## src/rtl/fill_nal_pkg.sv

```systemverilog
package fill_nal_pkg;

    localparam int SYNC_BYTES = 4;
    localparam int HDR_BYTES  = 2;
    localparam int STOP_BYTES = 1;
    localparam int MIN_LEN    = SYNC_BYTES + HDR_BYTES + STOP_BYTES;

    localparam logic [5:0] FILL_TYPE   = 6'd38;
    localparam logic [5:0] LAYER_ID    = 6'd0;
    localparam logic [2:0] TID_PLUS1   = 3'd1;
    localparam logic [15:0] HDR_WORD   = {1'b0, FILL_TYPE, LAYER_ID, TID_PLUS1};

    localparam logic [7:0] PAD_BYTE    = 8'hFF;
    localparam logic [7:0] STOP_BYTE   = 8'h80;

    typedef enum logic [2:0] {
        ST_IDLE,
        ST_SYNC,
        ST_HDR,
        ST_PAD,
        ST_STOP,
        ST_DONE
    } gen_state_t;

endpackage

```

## src/rtl/fng_len_check.sv

```systemverilog
module fng_len_check #(
    parameter int LEN_W = 16
) (
    input  logic [LEN_W-1:0] len_i,
    output logic             too_short_o,
    output logic             no_pad_o
);
    import fill_nal_pkg::*;

    localparam logic [LEN_W-1:0] MIN_L = LEN_W'(MIN_LEN);

    always_comb begin
        too_short_o = (len_i < MIN_L);
        no_pad_o    = (len_i == MIN_L);
    end
endmodule

```

## src/rtl/fng_byte_sel.sv

```systemverilog
module fng_byte_sel (
    input  fill_nal_pkg::gen_state_t state_i,
    input  logic [2:0]               idx_i,
    output logic [7:0]               byte_o
);
    import fill_nal_pkg::*;

    always_comb begin
        byte_o = 8'h00;
        unique case (state_i)
            ST_SYNC: byte_o = (idx_i == 3'(SYNC_BYTES - 1)) ? 8'h01 : 8'h00;
            ST_HDR:  byte_o = (idx_i == 3'(SYNC_BYTES)) ? HDR_WORD[15:8] : HDR_WORD[7:0];
            ST_PAD:  byte_o = PAD_BYTE;
            ST_STOP: byte_o = STOP_BYTE;
            ST_IDLE, ST_DONE: byte_o = 8'h00;
            default: byte_o = 8'h00;
        endcase
    end
endmodule

```

## src/rtl/fill_nal_gen.sv

```systemverilog
module fill_nal_gen #(
    parameter int LEN_W = 16
) (
    input  logic             clk,
    input  logic             rst_n,
    input  logic             start_i,
    input  logic [LEN_W-1:0] len_i,
    output logic             out_valid_o,
    output logic [7:0]       out_data_o,
    input  logic             out_ready_i,
    output logic             out_last_o,
    output logic             busy_o,
    output logic             err_o,
    output logic             done_o,
    output logic [LEN_W-1:0] count_o
);
    import fill_nal_pkg::*;

    localparam logic [LEN_W-1:0] SYNC_END = LEN_W'(SYNC_BYTES - 1);
    localparam logic [LEN_W-1:0] HDR_END  = LEN_W'(SYNC_BYTES + HDR_BYTES - 1);

    gen_state_t       state_q, state_d;
    logic [LEN_W-1:0] sent_q;
    logic [LEN_W-1:0] len_q;
    logic             err_q;
    logic             start_short, start_bare_q, unused_nopad_in;
    logic             hs;
    logic             start_ok;

    // Length checks: one on the incoming request, one on the latched length.
    fng_len_check #(.LEN_W(LEN_W)) u_chk_in (
        .len_i       (len_i),
        .too_short_o (start_short),
        .no_pad_o    (unused_nopad_in)
    );

    logic unused_short_q;
    fng_len_check #(.LEN_W(LEN_W)) u_chk_q (
        .len_i       (len_q),
        .too_short_o (unused_short_q),
        .no_pad_o    (start_bare_q)
    );

    fng_byte_sel u_sel (
        .state_i (state_q),
        .idx_i   (sent_q[2:0]),
        .byte_o  (out_data_o)
    );

    assign hs       = out_valid_o && out_ready_i;
    assign start_ok = (state_q == ST_IDLE) && start_i && !start_short;

    // Next-state logic
    always_comb begin
        state_d = state_q;
        unique case (state_q)
            ST_IDLE: if (start_ok) state_d = ST_SYNC;
            ST_SYNC: if (hs && sent_q == SYNC_END) state_d = ST_HDR;
            ST_HDR:  if (hs && sent_q == HDR_END)
                         state_d = start_bare_q ? ST_STOP : ST_PAD;
            ST_PAD:  if (hs && sent_q == len_q - LEN_W'(2)) state_d = ST_STOP;
            ST_STOP: if (hs) state_d = ST_DONE;
            ST_DONE: state_d = ST_IDLE;
            default: state_d = ST_IDLE;
        endcase
    end

    // State register and datapath registers
    always_ff @(posedge clk) begin
        if (!rst_n) begin
            state_q <= ST_IDLE;
            sent_q  <= '0;
            len_q   <= '0;
            err_q   <= 1'b0;
        end else begin
            state_q <= state_d;
            err_q   <= (state_q == ST_IDLE) && start_i && start_short;
            if (start_ok) begin
                sent_q <= '0;
                len_q  <= len_i;
            end else if (hs) begin
                sent_q <= sent_q + LEN_W'(1);
            end
        end
    end

    // Moore outputs
    always_comb begin
        out_valid_o = 1'b0;
        out_last_o  = 1'b0;
        busy_o      = 1'b1;
        done_o      = 1'b0;
        unique case (state_q)
            ST_IDLE: busy_o = 1'b0;
            ST_SYNC, ST_HDR, ST_PAD: out_valid_o = 1'b1;
            ST_STOP: begin
                out_valid_o = 1'b1;
                out_last_o  = 1'b1;
            end
            ST_DONE: done_o = 1'b1;
            default: busy_o = 1'b0;
        endcase
    end

    assign err_o   = err_q;
    assign count_o = sent_q;

    // Assertions
    p_hold_stable_r6: assert property (@(posedge clk) disable iff (!rst_n)
        (out_valid_o && !out_ready_i) |=> (out_valid_o && $stable(out_data_o)));

    p_last_is_stop_r4: assert property (@(posedge clk) disable iff (!rst_n)
        out_last_o |-> (out_valid_o && out_data_o == STOP_BYTE));

    p_err_pulse_r5: assert property (@(posedge clk) disable iff (!rst_n)
        err_o |-> (!out_valid_o && !done_o));

    p_err_single_r5: assert property (@(posedge clk) disable iff (!rst_n)
        err_o |=> !err_o);

    p_done_follows_r7: assert property (@(posedge clk) disable iff (!rst_n)
        (out_last_o && hs) |=> (done_o && count_o == len_q));

    p_done_single_r7: assert property (@(posedge clk) disable iff (!rst_n)
        done_o |=> !done_o);

    p_count_bound_r3: assert property (@(posedge clk) disable iff (!rst_n)
        out_valid_o |-> (sent_q < len_q));

    p_len_frozen_r8: assert property (@(posedge clk) disable iff (!rst_n)
        (busy_o && $past(busy_o)) |-> $stable(len_q));

endmodule

```

## config.mk

```make
export PLATFORM = sky130hd
export DESIGN_NAME = fill_nal_gen
export DESIGN_NICKNAME = d
export VERILOG_FILES = /design/src/rtl/fill_nal_pkg.sv /design/src/rtl/fng_len_check.sv /design/src/rtl/fng_byte_sel.sv /design/src/rtl/fill_nal_gen.sv
export SDC_FILE = /design/constraint.sdc
export NUM_CORES = 1
export LEC_CHECK = 0
export BUFFER_PORTS_ARGS = -buffer_cell sky130_fd_sc_hd__buf_2
export CAP_MARGIN = 5
export CORE_MARGIN = 10
export CORE_UTILIZATION = 30
export CTS_CLUSTER_SIZE = 16
export DETAILED_ROUTE_END_ITERATION = 16
export RECOVER_POWER = 25
export SYNTH_ARGS = -nofsm -noshare
export SYNTH_HDL_FRONTEND = slang
export SYNTH_SLANG_ARGS = --single-unit
export TNS_END_PERCENT = 1
```

## constraint.sdc

```tcl
create_clock -name clk -period 6.1 [get_ports clk]
set_input_delay 1.22 -clock clk [delete_from_list [all_inputs] [get_ports clk]]
set_output_delay 1.22 -clock clk [all_outputs]
set_load 0.005 [all_outputs]
```

==> results by stage <==
Setup path:
- The total buffers and inverters traversed by the critical path is 1.
- The slack of the worst reg-to-reg path is roughly 3400 ps.
- The largest individual stage delay along the critical path comes from the cell o31ai_4.
- The endpoint of the most critical register-to-register path is state_q[1].
- The critical path goes through buf_2, nor4_1, nand2_1, o31ai_4, nand2_1, a211oi_1.
- The type of the setup path with the least slack is in2reg.
- For this run, the slowest stage of the critical path takes roughly 900 ps.
- The element type at the critical path end is a flip-flop.
- The critical path data required time is between 6000 and 7000 ps.
- For the worst flop-to-flop path, the logic depth is 7.
- STA puts the critical path data arrival time at roughly 3600 ps.
- The most used cell along the critical path is nand2_1.
- On the critical path the largest part of the delay comes from compound AO/OA/AOI/OAI gates.
- The beginning of the worst register-to-register path is state_q[0].
- STA classifies the critical path startpoint as an input port.
- The largest driver fanout on the critical path is 17.

Route:
- The total wirelength of the detailed-routed design is roughly 6300 um.
- The detailed router finished its first iteration with about 120 violations.
- The post-route DRC violation count is 0.
- In this run the remaining antenna-violating nets after routing total 0.
- The number of optimization iterations in the first detailed-route pass is 4.
- Using the TritonRoute via totals, the vias-per-cell ratio works out to approximately 4.9.
- The average wire per cell in the routed design is 14.6 um.
- The routed layout has 2,124 vias.

STA:
- Setup repair after global routing left no endpoint under its margin.
- The number of failing hold endpoints at the final stage is 0.
- For this run, the top clock speed supported by timing is roughly 290 MHz.
- The number of max-slew violations in the final report is 0.
- Between clock sinks in the finished design, the worst skew comes to 5.69 ps.
- In this run the tightest slew margin relative to its limit is between 30% and 40%.
- The smallest clock period supported by the final layout is computed as between 3000 and 4000 ps.
- The total negative setup slack is 0 ps.
- Dividing the final minimum period by the clock period gives between 50% and 60%.
- The final-report setup violation count is 0.
- The final worst-path setup slack is approximately 2700 ps.
- For the pin with the worst max-slew slack, the measured transition is approximately 1000 ps.

Placed design:
- The congestion estimate from routability-driven global placement came to around 0.87.
- At the placement stage, the worst setup path has a slack of between 2000 and 2500 ps.
- Detailed placement finished with a half-perimeter wire length of 5150 um.
- Input and output buffers added on the ports amount to 48.

Finish:
- The count of antenna diodes in the layout is 0.
- The share of post-route cells with drive strength above 1 is 18.2%.
- In the final design database the tool counted approximately 350 nets.
- Relative to the synthesized area, the layout overhead comes to 15.8%.

Yosys:
- The portion of the post-synthesis area used by sequential elements is around 29%.
- In this run, synthesis inferred 0 flip-flops with an integrated enable.
- The total nets after synthesis is roughly 320.
- The synthesized netlist devotes 12.4% of its cell area to compound gates.
- For this run, asynchronously set or reset flops after synthesis account for 0%.
- Among all flip-flop cells after synthesis, the most frequent one is dfxtp_1.
- By area the synthesized netlist is led by dfxtp_1, mux2i_1, nor2_1.
- The mux contribution to synthesized area is 7.69%.
- The synthesized-area fraction occupied by and/or/nand/nor cells is 29.8%.
- The post-synthesis share of cell area spent on full adders, half adders and majority gates is 2.53%.
- In this run the cell area of the synthesized design comes to approximately 2500 um^2.
- The synthesis-stage register bit count is 36.
- The largest family of logic cells by synthesized area is simple AND/OR/NAND/NOR gates.
- The share of the synthesized netlist area taken by xor and xnor gates is ~12%.
- The proportion of netlist area held by the largest area contributor is between 20% and 30%.
- After synthesis, the netlist uses 62 different library cells.
- After technology mapping, the gate count stands at 291.
- The post-synthesis area per instance is around 8.5 um^2.
- The Yosys step of the flow raised 0 warnings.
- Of all cell types, the one taking the most synthesized area is dfxtp_1.

CTS:
- The clock latency on the worst-skew pair is just under 300 ps.
- In this run the clock root is driven by a clkbuf_8.
- The clock tree synthesis step divided the H-tree into 2 levels.
- The number of gates resized after CTS was 0.
- The count of buffers added by post-CTS timing repair for setup is 0.
- The maximum number of buffers from clock root to sink is 2.
- The clock edge transition at the registers on the reported setup and hold paths is around 80 ps.
- CTS saw 36 sinks.
- Counting the buffers created by CTS gives 5.
- The CTS tree is built.
- Hold repair after CTS inserted 0 buffers.

Power:
- In this run the power density over the cells is ~330 nW/um^2.
- The overall power consumption is about 950 uW.
- The maximum resistive drop on vdd is roughly 0.12 mV.
- For this design the static power due to leakage is 1.15 nW.

Hold path:
- In this run the worst hold path is classified as reg2reg.
- The hold-critical path depth is 2.
- The critical hold path startpoint is len_q[7].
- The terminating pin of the worst hold path is len_q[7].

GRT:
- The total grt overflow is 0.
- The via count of the first global-routing pass was 2,160.
- In this run the most used layer during global routing was met2.
- The maximum number of pins on one net before global-route repair is 18.
- Global routing consumed, over all layers together, between 10% and 20% of the routing resources.
- For met1 alone, demand over resource in global routing was a little over an eighth.
- For this run, global-route usage on met2 was measured as around 17%.
- The global-route wire length before repair is ~11,000 um.
- The number of antenna violations at the first check in global routing is 0.
- The global-route track usage on met3 is 2.81%.

Die:
- The overall die height is 111 um.
- The floorplan step set the die width to around 110 um.
- The die covers between 10,000 and 15,000 um^2.
- The initial utilization of the core area, before any placement, comes to around 30%.
- After floorplanning, the core was divided into 33 placement rows.
- The number of ports placed on the die boundary is 49.
- The floorplan step defined a core boundary enclosing 8130 um^2.

Job:
- Max-cap violations in this run came to 0.

Status:
- The run finished with clean final reports.
## cells by family after synthesis
kind of cell,after synthesis
compound gates,38
simple gates,130
xor+xnor,31
buf+inv,32
fa+ha+maj,5
mux,19
flops,36
## layer usage
metal | part of all wire [%] | wire length, um | up-vias
met5 | 0 | 0 | -
li1 | - | - | 1093
met4 | 1.3 | 83 | 0
met1 | 49 | 3100 | 985
met3 | 4.1 | 257 | 11
met2 | 45 | 2840 | 35
## worst max path at each step
| stage | startpoint | endpoint | cells after the start |
|---|---|---|---|
| final | len_i[12] | count_o[2] | 6 |
| after global routing | len_i[12] | count_o[2] | 6 |
| after CTS | len_i[12] | count_o[2] | 6 |
| after detailed placement | len_i[12] | count_o[2] | 6 |
| after global placement | len_i[12] | count_o[2] | 6 |
| after floorplan | len_i[12] | len_q[15] | 6 |
## Yosys cell counts (all sizes together), types with 9 or more instances
master / n
nor2: 43
mux2i: 19
buf: 11
inv: 10
xor2: 15
nor4: 9
xnor2: 15
nor3: 9
clkbuf: 11
dfxtp: 36
a21oi: 9
nand2: 21
## report_power, final
group | switching [mW] | internal (mW)
clock | 0.0873 | 0.205
combinational | 0.179 | 0.165
sequential | 0.0570 | 0.261
## placed cells by master, fill, tap and decap left out, types with 2 or more instances in the layout
master	n
a21oi_1	9
o21ai_0	2
nor2b_1	6
xnor2_1	15
nor4_1	8
o32ai_1	2
nand2b_1	6
inv_1	10
bufinv_16	3
nor2_1	43
and2_1	3
a2111oi_2	2
ha_1	5
and3_1	3
nor3_1	9
dfxtp_1	36
nand4_1	5
o22ai_1	2
or3_1	2
xor2_1	15
nand3b_1	2
mux2i_1	19
or4_4	2
nand3_1	6
o31ai_1	2
clkbuf_8	5
nor3b_1	2
clkbuf_1	14
buf_2	33
o211a_1	2
nand2_1	21
## registers in the layout (all words and copies together), names as in the netlist
signal,flops
count_o,16
err_o,1
len_q,16
state_q,3
## worst register-to-register path, stage by stage, from the launching register on
cell and delay [ps]:
dfxtp_1 640, nor3_1 170, nor3b_2 520, and4_2 390
nand4_4 110, nor4b_4 400, a2111oi_2 120, a31o_1 210
## area by class of cell
type / instances / area [um^2]
Timing Repair Buffer: 48 / 221
Inverter: 10 / 37.5
Tap cell: 105 / 131
Clock buffer: 5 / 68.8
Clock inverter: 3 / 90.1
Sequential cell: 36 / 721
Multi-Input combinational cell: 223 / 1590
Fill cell: 851 / 5270
## through the flow
stage	hold WS [ps]	util (%)	instances	instance area, um^2
2_1_floorplan	506	-	291	2470
3_3_place_gp	551	33.5	422	2720
3_5_place_dp	556	33.5	422	2720
4_1_cts	570	35.4	430	2880
5_1_grt	603	35.2	430	2860
6_report	564	35.2	430	2860
Note: power is estimated with default switching activity, not from simulation.
